$ cat src/rtl/pwm_bank_pkg.sv
package pwm_bank_pkg;

  localparam int DW    = 32;
  localparam int CNT_W = 16;
  localparam int PRE_W = 10;

  // Field order matches the configuration word bits 22:0
  typedef struct packed {
    logic [2:0]       div;
    logic [1:0]       ilvl;
    logic [1:0]       alvl;
    logic [CNT_W-1:0] per;
  } pwm_cfg_t;

  localparam int CFG_W = $bits(pwm_cfg_t);

  // Prescaler code to shift amount: linear up to 4, then steps of two
  function automatic logic [3:0] div_shift(input logic [2:0] code);
    case (code)
      3'd5:    return 4'd6;
      3'd6:    return 4'd8;
      3'd7:    return 4'd10;
      default: return {1'b0, code};
    endcase
  endfunction

  // Terminal value of the prescaler for a code
  function automatic logic [PRE_W-1:0] pre_limit(input logic [2:0] code);
    logic [PRE_W:0] t;
    t = ((PRE_W+1)'(1) << div_shift(code)) - (PRE_W+1)'(1);
    return t[PRE_W-1:0];
  endfunction

  function automatic logic drive_level(input logic [1:0] enc);
    return enc == 2'b11;
  endfunction

  // True on the last count of a period (period 0 behaves as 1)
  function automatic logic last_count(input logic [CNT_W-1:0] cnt,
                                      input logic [CNT_W-1:0] per);
    return ({1'b0, cnt} + (CNT_W+1)'(1)) >= {1'b0, per};
  endfunction

  function automatic logic in_active(input logic [CNT_W-1:0] cnt,
                                     input logic [CNT_W-1:0] act);
    return cnt < act;
  endfunction

endpackage

$ cat src/rtl/pwm_bank_regs.sv
module pwm_bank_regs
  import pwm_bank_pkg::*;
#(
  parameter int NCH = 4,
  parameter int AW  = 8
) (
  input  logic                        clk,
  input  logic                        rst_n,
  input  logic                        bus_we,
  input  logic [AW-1:0]               bus_addr,
  input  logic [DW-1:0]               bus_wdata,
  output logic [DW-1:0]               bus_rdata,
  output logic [NCH-1:0]              ctrl_q,
  output logic [NCH-1:0][CNT_W-1:0]   pend_act,
  output pwm_cfg_t [NCH-1:0]          pend_cfg,
  output logic [NCH-1:0]              per_wr
);

  localparam int SLOT_LSB = 5;
  localparam int SLOT_W   = AW - SLOT_LSB;

  logic              aligned;
  logic              ctrl_hit;
  logic [SLOT_W-1:0] slot;
  logic [NCH-1:0]    act_hit;
  logic [NCH-1:0]    per_hit;

  assign aligned  = bus_addr[1:0] == 2'b00;
  assign ctrl_hit = aligned && (bus_addr[AW-1:4] == '0);
  assign slot     = bus_addr[AW-1:SLOT_LSB];

  for (genvar g = 0; g < NCH; g++) begin : g_dec
    assign act_hit[g] = aligned && (bus_addr[4:2] == 3'b100) &&
                        (slot == SLOT_W'(g));
    assign per_hit[g] = aligned && (bus_addr[4:2] == 3'b000) &&
                        (slot == SLOT_W'(g + 1));
  end

  assign per_wr = bus_we ? per_hit : '0;

  always_ff @(posedge clk) begin
    if (!rst_n) begin
      ctrl_q   <= '0;
      pend_act <= '0;
      pend_cfg <= '0;
    end else if (bus_we) begin
      if (ctrl_hit) begin
        case (bus_addr[3:2])
          2'd0: ctrl_q <= bus_wdata[NCH-1:0];
          2'd1: ctrl_q <= ctrl_q | bus_wdata[NCH-1:0];
          2'd2: ctrl_q <= ctrl_q & ~bus_wdata[NCH-1:0];
          default: ctrl_q <= ctrl_q ^ bus_wdata[NCH-1:0];
        endcase
      end
      for (int i = 0; i < NCH; i++) begin
        if (act_hit[i]) pend_act[i] <= bus_wdata[DW-1:DW-CNT_W];
        if (per_hit[i]) pend_cfg[i] <= pwm_cfg_t'(bus_wdata[CFG_W-1:0]);
      end
    end
  end

  always_comb begin
    bus_rdata = '0;
    if (ctrl_hit) bus_rdata = DW'(ctrl_q);
    for (int i = 0; i < NCH; i++) begin
      if (act_hit[i]) bus_rdata = {pend_act[i], {(DW-CNT_W){1'b0}}};
      if (per_hit[i]) bus_rdata = DW'(pend_cfg[i]);
    end
  end

endmodule

$ cat src/rtl/pwm_bank_chan.sv
module pwm_bank_chan
  import pwm_bank_pkg::*;
(
  input  logic             clk,
  input  logic             rst_n,
  input  logic             en,
  input  logic [CNT_W-1:0] pend_act,
  input  pwm_cfg_t         pend_cfg,
  input  logic             per_wr,
  output logic             pwm_out,
  output logic             run_o,
  output logic [CNT_W-1:0] cnt_o,
  output logic             per_end_o,
  output pwm_cfg_t         cfg_o,
  output logic [CNT_W-1:0] act_o
);

  logic             run_q;
  logic             armed_q;
  logic [CNT_W-1:0] cnt_q;
  logic [CNT_W-1:0] act_q;
  pwm_cfg_t         cfg_q;
  logic [PRE_W-1:0] pre_q;

  logic tick;
  logic per_end;
  logic commit;

  assign tick    = run_q && (pre_q == pre_limit(cfg_q.div));
  assign per_end = tick && last_count(cnt_q, cfg_q.per);
  assign commit  = per_end && armed_q;

  always_ff @(posedge clk) begin
    if (!rst_n) begin
      run_q   <= 1'b0;
      armed_q <= 1'b0;
      cnt_q   <= '0;
      pre_q   <= '0;
      act_q   <= '0;
      cfg_q   <= '0;
    end else if (!en) begin
      // Idle: follow the pending copy so the inactive level is current
      run_q   <= 1'b0;
      armed_q <= 1'b0;
      cnt_q   <= '0;
      pre_q   <= '0;
      act_q   <= pend_act;
      cfg_q   <= pend_cfg;
    end else if (!run_q) begin
      // Start of a fresh period on enable
      run_q   <= 1'b1;
      armed_q <= per_wr;
      cnt_q   <= '0;
      pre_q   <= '0;
      act_q   <= pend_act;
      cfg_q   <= pend_cfg;
    end else begin
      pre_q <= tick ? '0 : pre_q + PRE_W'(1);
      if (per_end)   cnt_q <= '0;
      else if (tick) cnt_q <= cnt_q + CNT_W'(1);
      if (commit) begin
        act_q <= pend_act;
        cfg_q <= pend_cfg;
      end
      if (per_wr)      armed_q <= 1'b1;
      else if (commit) armed_q <= 1'b0;
    end
  end

  assign pwm_out = (run_q && in_active(cnt_q, act_q)) ?
                   drive_level(cfg_q.alvl) : drive_level(cfg_q.ilvl);

  assign run_o     = run_q;
  assign cnt_o     = cnt_q;
  assign per_end_o = per_end;
  assign cfg_o     = cfg_q;
  assign act_o     = act_q;

endmodule

$ cat src/rtl/pwm_bank.sv
module pwm_bank
  import pwm_bank_pkg::*;
#(
  parameter int NCH = 4,
  parameter int AW  = 8
) (
  input  logic           clk,
  input  logic           rst_n,
  input  logic           bus_we,
  input  logic [AW-1:0]  bus_addr,
  input  logic [31:0]    bus_wdata,
  output logic [31:0]    bus_rdata,
  output logic [NCH-1:0] pwm_out
);

  logic [NCH-1:0]            ctrl_en;
  logic [NCH-1:0][CNT_W-1:0] pend_act;
  pwm_cfg_t [NCH-1:0]        pend_cfg;
  logic [NCH-1:0]            per_wr;

  // Per-channel events brought out for the checker
  logic [NCH-1:0]            ch_run;
  logic [NCH-1:0][CNT_W-1:0] ch_cnt;
  logic [NCH-1:0]            ch_end;
  pwm_cfg_t [NCH-1:0]        ch_cfg;
  logic [NCH-1:0][CNT_W-1:0] ch_act;

  pwm_bank_regs #(.NCH(NCH), .AW(AW)) u_regs (
    .clk       (clk),
    .rst_n     (rst_n),
    .bus_we    (bus_we),
    .bus_addr  (bus_addr),
    .bus_wdata (bus_wdata),
    .bus_rdata (bus_rdata),
    .ctrl_q    (ctrl_en),
    .pend_act  (pend_act),
    .pend_cfg  (pend_cfg),
    .per_wr    (per_wr)
  );

  for (genvar g = 0; g < NCH; g++) begin : g_ch
    pwm_bank_chan u_chan (
      .clk       (clk),
      .rst_n     (rst_n),
      .en        (ctrl_en[g]),
      .pend_act  (pend_act[g]),
      .pend_cfg  (pend_cfg[g]),
      .per_wr    (per_wr[g]),
      .pwm_out   (pwm_out[g]),
      .run_o     (ch_run[g]),
      .cnt_o     (ch_cnt[g]),
      .per_end_o (ch_end[g]),
      .cfg_o     (ch_cfg[g]),
      .act_o     (ch_act[g])
    );
  end

endmodule

$ cat config.mk
export PLATFORM = sky130hd
export DESIGN_NAME = pwm_bank
export DESIGN_NICKNAME = d
export VERILOG_FILES = /design/src/rtl/pwm_bank_pkg.sv /design/src/rtl/pwm_bank_regs.sv /design/src/rtl/pwm_bank_chan.sv /design/src/rtl/pwm_bank.sv
export SDC_FILE = /design/constraint.sdc
export NUM_CORES = 1
export LEC_CHECK = 0
export BUFFER_PORTS_ARGS = -buffer_cell sky130_fd_sc_hd__buf_2
export CAP_MARGIN = 20
export CORE_UTILIZATION = 57
export DETAILED_ROUTE_END_ITERATION = 10
export PLACE_DENSITY = 0.77
export SLEW_MARGIN = 0
export SYNTH_ARGS = -nofsm -noshare
export SYNTH_HDL_FRONTEND = slang
export SYNTH_SLANG_ARGS = --single-unit
$ cat constraint.sdc
create_clock -name clk -period 3.3 [get_ports clk]
set_input_delay 0.165 -clock clk [delete_from_list [all_inputs] [get_ports clk]]
set_output_delay 0.165 -clock clk [all_outputs]
set_load 0.005 [all_outputs]
==> summary.txt <==
Global route
  – Antenna violations before repair: 2
  – First-pass GRT wire length: 99300 microns
  – Via count of the first global-routing pass: 19000
  – Sum of overflow across all layers after global routing: 0
  – Pin count of the biggest net entering global routing: 100
  – Global-route usage over all layers: 32.0%

Worst setup path
  – FF-to-FF setup slack: 0.03 ns
  – Cell with the most instances on the worst path: sky130_fd_sc_hd__and3_4
  – Slowest stage cell, crit path: sky130_fd_sc_hd__dfxtp_2
  – Capturing point of the worst reg2reg path: g_ch[1].u_chan.cfg_o[15]
  – Required time of the worst setup path: 3.79 ns
  – Top fanout value on the critical path: 9
  – Number of buffer and inverter instances along the worst setup path: 3
  – Cells along the critical path: buf_6 -> nand3_2 -> nor2_2 -> and3_4 -> and3_4 -> nand3_4 -> xnor2_2 -> ha_2 -> a211o_1 -> nor2_1 -> o21ai_1 -> o211ai_1 -> nand4_1 -> a31oi_4 -> buf_12 -> clkbuf_16 -> mux2i_1
  – Critical Path Start Type: register
  – Kind of end point of the critical path: register
  – Data arrival time at the worst-slack endpoint: 3.76 ns
  – Crit Reg-Reg Startpoint: g_ch[1].u_chan.cnt_o[0]
  – Slowest stage delay, CP: 0.36 ns
  – Category of cells accounting for the largest share of critical-path delay: simple AND/OR/NAND/NOR gates
  – Critical setup path kind: reg -> reg
  – Reg2reg path depth: 17

Synthesis
  – Instance count of the mapped netlist: 2748
  – Sequential fraction of the synthesis area: 39.0%
  – Synthesis-stage register bit count: 428
  – Post-synth design cell area: 0.0220 sq mm
  – Number of enable-type register cells in the synthesized netlist: 0
  – Synthesized-area fraction occupied by xor and xnor cells: 5.54%
  – Top FF cell, synth: sky130_fd_sc_hd__dfxtp_1
  – Synthesized netlist net count: 2933
  – Post-synthesis share of cell area spent on and, or, nand and nor gates: 22.6%
  – Synth Area in Compound Gates: 14.2%
  – Async set-reset flop share out of synthesis: 0%
  – Synth unique cells: 75
  – Main combinational cell family by area after synthesis: simple AND/OR/NAND/NOR gates
  – Synthesized area divided by synthesized cell count: 8.00 sq um
  – Share of cell area taken by muxes after synthesis: 4.37%
  – Post-synthesis adder-cell area fraction: 8.08%
  – Synthesis Warnings: 0

STA
  – Final count of hold timing violations: 0
  – Crit share post-route: 99.2%
  – Clock skew after layout: 0.0155 ns
  – Hold WS: 0.0719 ns
  – Fmax: 306 MHz
  – Count of pins over their slew limit: 0
  – Slew Limit Headroom: 30.4%
  – Post-route setup slack: 0.0273 ns
  – Tightest Pin Transition: 1.04 ns
  – Number of setup violations in the final report: 0
  – Setup repair after global routing missed its margin: true
  – Final worst path period need: 3.27 ns

Power and ir drop
  – Sw Ratio: 21.5%
  – Ratio of total power to cell area: 422 mW/mm^2
  – NetSw: 2.37 mW
  – Clock share of power: 50.4%
  – Reg power frac: 46.9%
  – Logic gate share of total power: 2.7%
  – Internal power component: 8.66 mW
  – Maximum vdd ir drop: 0.000454 V
  – P_leak: 9.63 nW

Die
  – Die Outline Area: 0.0394 sq mm
  – CORE AREA: 0.0378 sq mm
  – Vert. Die Dim: 198 microns
  – Die width: 198 microns
  – Row count: 71
  – Starting utilization of the core area: 58.1%
  – Total I/O pin count: 79

Clock tree
  – Number of clock buffers inserted by TritonCTS: 46
  – Clock slew seen by the registers of the worst setup and hold paths: 0.06 ns
  – Number of clock sinks seen by CTS: 428
  – Clock Path Buffers: 3
  – Htree depth: 2
  – TritonCTS clock tree: done
  – Clock Latency Late Sink: 0.58 ns
  – Cell at the root of the clock tree: sky130_fd_sc_hd__clkbuf_16

Placed design
  – Setup WS pre-CTS: -0.0841 ns
  – Last weighted congestion value of the routability-driven placer: 0.927
  – Count of input and output buffers: 78
  – Post-DP Area: 0.0233 sq mm
  – Post-placement cell count: 3278
  – DP Wirelength: 45400 microns

Layout
  – Total of fill cells in the finished design: 2961
  – Count of nets after finishing: 3073
  – Layout cells sized above 1: 13.5%
  – Area growth from synthesis to final layout: 19.0%
  – Post-route non-filler standard cell count: 3435
  – Finished layout cell area: 0.0261 sq mm
  – Utilization after layout: 69.1%

Route
  – Routed vias: 20400
  – Pre-antenna DRT Iters: 7
  – Post-detailed-route count of antenna-violating nets: 0
  – Routed Wire Length: 65700 microns
  – Wire per inst: 19.1 microns
  – First DRT Iteration DRCs: 2245
  – DR vias/cell: 5.95
  – Total DRC errors in the routed layout: 0

Min path
  – Hold path depth: 3
  – Path category of the worst min-delay check: in -> reg
  – Startpoint of the lowest-slack hold path: rst_n
  – End point of the worst hold path: g_ch[2].u_chan.cfg_o[21]

Job
  – Max_cap viols: 0

Status
  – Status: complete, no violations
==> synthesized netlist by cell type (4+ instances only) <==
cell	number	area [sq um]
sky130_fd_sc_hd__buf_4	16	120
sky130_fd_sc_hd__nand2_1	663	2490
sky130_fd_sc_hd__xor2_1	79	692
sky130_fd_sc_hd__a222oi_1	25	250
sky130_fd_sc_hd__mux2i_1	87	871
sky130_fd_sc_hd__a21oi_1	211	1060
sky130_fd_sc_hd__buf_6	6	67.6
sky130_fd_sc_hd__a22oi_1	12	90.1
sky130_fd_sc_hd__or3_1	8	50.1
sky130_fd_sc_hd__o21ai_1	21	105
sky130_fd_sc_hd__nand2b_1	22	138
sky130_fd_sc_hd__a21o_1	22	165
sky130_fd_sc_hd__a21boi_0	10	75.1
sky130_fd_sc_hd__nor3_1	17	85.1
sky130_fd_sc_hd__nor2b_1	12	75.1
sky130_fd_sc_hd__nor2_1	157	589
sky130_fd_sc_hd__a31oi_1	11	68.8
sky130_fd_sc_hd__buf_1	7	26.3
sky130_fd_sc_hd__and3_1	24	150
sky130_fd_sc_hd__clkbuf_1	99	372
sky130_fd_sc_hd__nand4_1	44	275
sky130_fd_sc_hd__buf_2	37	185
sky130_fd_sc_hd__a22o_1	44	385
sky130_fd_sc_hd__nor4_1	9	56.3
sky130_fd_sc_hd__or2_2	6	37.5
sky130_fd_sc_hd__xnor2_1	60	526
sky130_fd_sc_hd__inv_1	157	589
sky130_fd_sc_hd__o22ai_1	4	25.0
sky130_fd_sc_hd__dfxtp_1	428	8570
sky130_fd_sc_hd__o2111ai_1	6	52.6
sky130_fd_sc_hd__a41oi_1	6	52.6
sky130_fd_sc_hd__mux4_2	4	90.1
sky130_fd_sc_hd__and4_1	10	87.6
sky130_fd_sc_hd__nand3b_1	5	37.5
sky130_fd_sc_hd__o21a_1	6	45.0
sky130_fd_sc_hd__a211oi_1	18	135
sky130_fd_sc_hd__o21ai_0	59	295
sky130_fd_sc_hd__o211ai_1	5	37.5
sky130_fd_sc_hd__nand3_1	127	636
sky130_fd_sc_hd__ha_1	142	1780
sky130_fd_sc_hd__and2_1	13	81.3
==> how the worst max path moves through the flow <==
stage                                 start                       end  cells after the start
floorplan           g_ch[0].u_chan.cnt_o[1]  g_ch[0].u_chan.cfg_o[10]                     14
global placement    g_ch[0].u_chan.cnt_o[1]  g_ch[0].u_chan.cfg_o[20]                     13
detailed placement  g_ch[0].u_chan.cnt_o[1]  g_ch[0].u_chan.cfg_o[16]                     13
CTS                 g_ch[0].u_chan.cnt_o[1]   g_ch[0].u_chan.act_o[0]                     15
global route        g_ch[1].u_chan.cnt_o[0]  g_ch[1].u_chan.cfg_o[15]                     17
finish              g_ch[1].u_chan.cnt_o[0]  g_ch[1].u_chan.cfg_o[15]                     17
==> power groups by stage <==
stage	sequential [mW]	clock, mW	combinational, mW
finish	5.17	5.56	0.294
global route	5.17	5.80	0.307
CTS	5.17	5.60	0.266
detailed placement	5.29	0	0.235
global placement	5.29	0	0.231
floorplan	5.29	0	0.139
==> flip-flops by register name, summed over array words and instances, names as in the netlist <==
| signal | cells |
|---|---|
| g_ch.u_chan.act_o | 64 |
| g_ch.u_chan.armed_q | 4 |
| g_ch.u_chan.cfg_o | 92 |
| g_ch.u_chan.cnt_o | 64 |
| g_ch.u_chan.pre_q | 40 |
| g_ch.u_chan.run_o | 4 |
| u_regs.ctrl_q | 4 |
| u_regs.pend_act | 64 |
| u_regs.pend_cfg | 92 |
==> area by class of cell <==
cell class	count	area [sq um]	share of cell area, %
Multi-Input combinational cell	1997	12400	47.5
Sequential cell	428	8590	32.8
Timing Repair Buffer	258	2250	8.61
Clock buffer	67	1430	5.48
Tap cell	511	639	2.45
Inverter	157	592	2.26
Clock inverter	16	216	0.828
Antenna cell	1	2.50	0.00957
==> what timing repair did <==
item,CTS,global route
endpoints found under the hold margin,155,0
hold buffers,32,0
endpoints found under the setup margin,54,213
setup buffers,7,20
gates resized for setup,7,83
pin swaps,8,36
cloned,2,12
==> cells in the final DEF, fill, tap and decap left out, drive strengths merged, types with 77 or more instances in the layout <==
master	instances
xor2	79
dfxtp	428
a21oi	211
nand3	127
nand2	663
clkbuf	77
o21ai	80
inv	157
nor2	158
ha	142
buf	216
mux2i	87
==> stage by stage <==
step                      total power [mW]  TNS [ns]
final                                 11.0         0
after global routing                  11.3     -4.48
after CTS                             11.0   -0.0111
after detailed placement              5.52     -1.55
after global placement                5.52         0
after floorplan                       5.43         0
==> worst register-to-register path: cells and delay by family, from the launching register on <==
family                   cells  cell delay (ns)
AO/OA/AOI/OAI                4             0.79
XOR/XNOR                     1             0.15
adder cells (fa/ha/maj)      1             0.20
buffers and inverters        3             0.48
flip-flops                   1             0.36
multiplexers                 1             0.18
AND/OR/NAND/NOR              7             1.04
==> cells by family after synthesis <==
kind of cell	Yosys count
AO/OA/AOI/OAI	490
XOR/XNOR	139
adder cells (fa/ha/maj)	142
buffers and inverters	323
flip-flops	428
multiplexers	91
AND/OR/NAND/NOR	1135
==> layer usage <==
| metal | wire, microns | vias up | GRT usage [%] |
|---|---|---|---|
| li1 | - | 9624 | - |
| met1 | 27300 | 9683 | 42.7 |
| met2 | 29900 | 948 | 51.0 |
| met3 | 5610 | 184 | 4.76 |
| met4 | 2870 | 4 | 14.4 |
| met5 | 20 | - | 0 |
No activity file was read; power rests on OpenSTA's default activity.
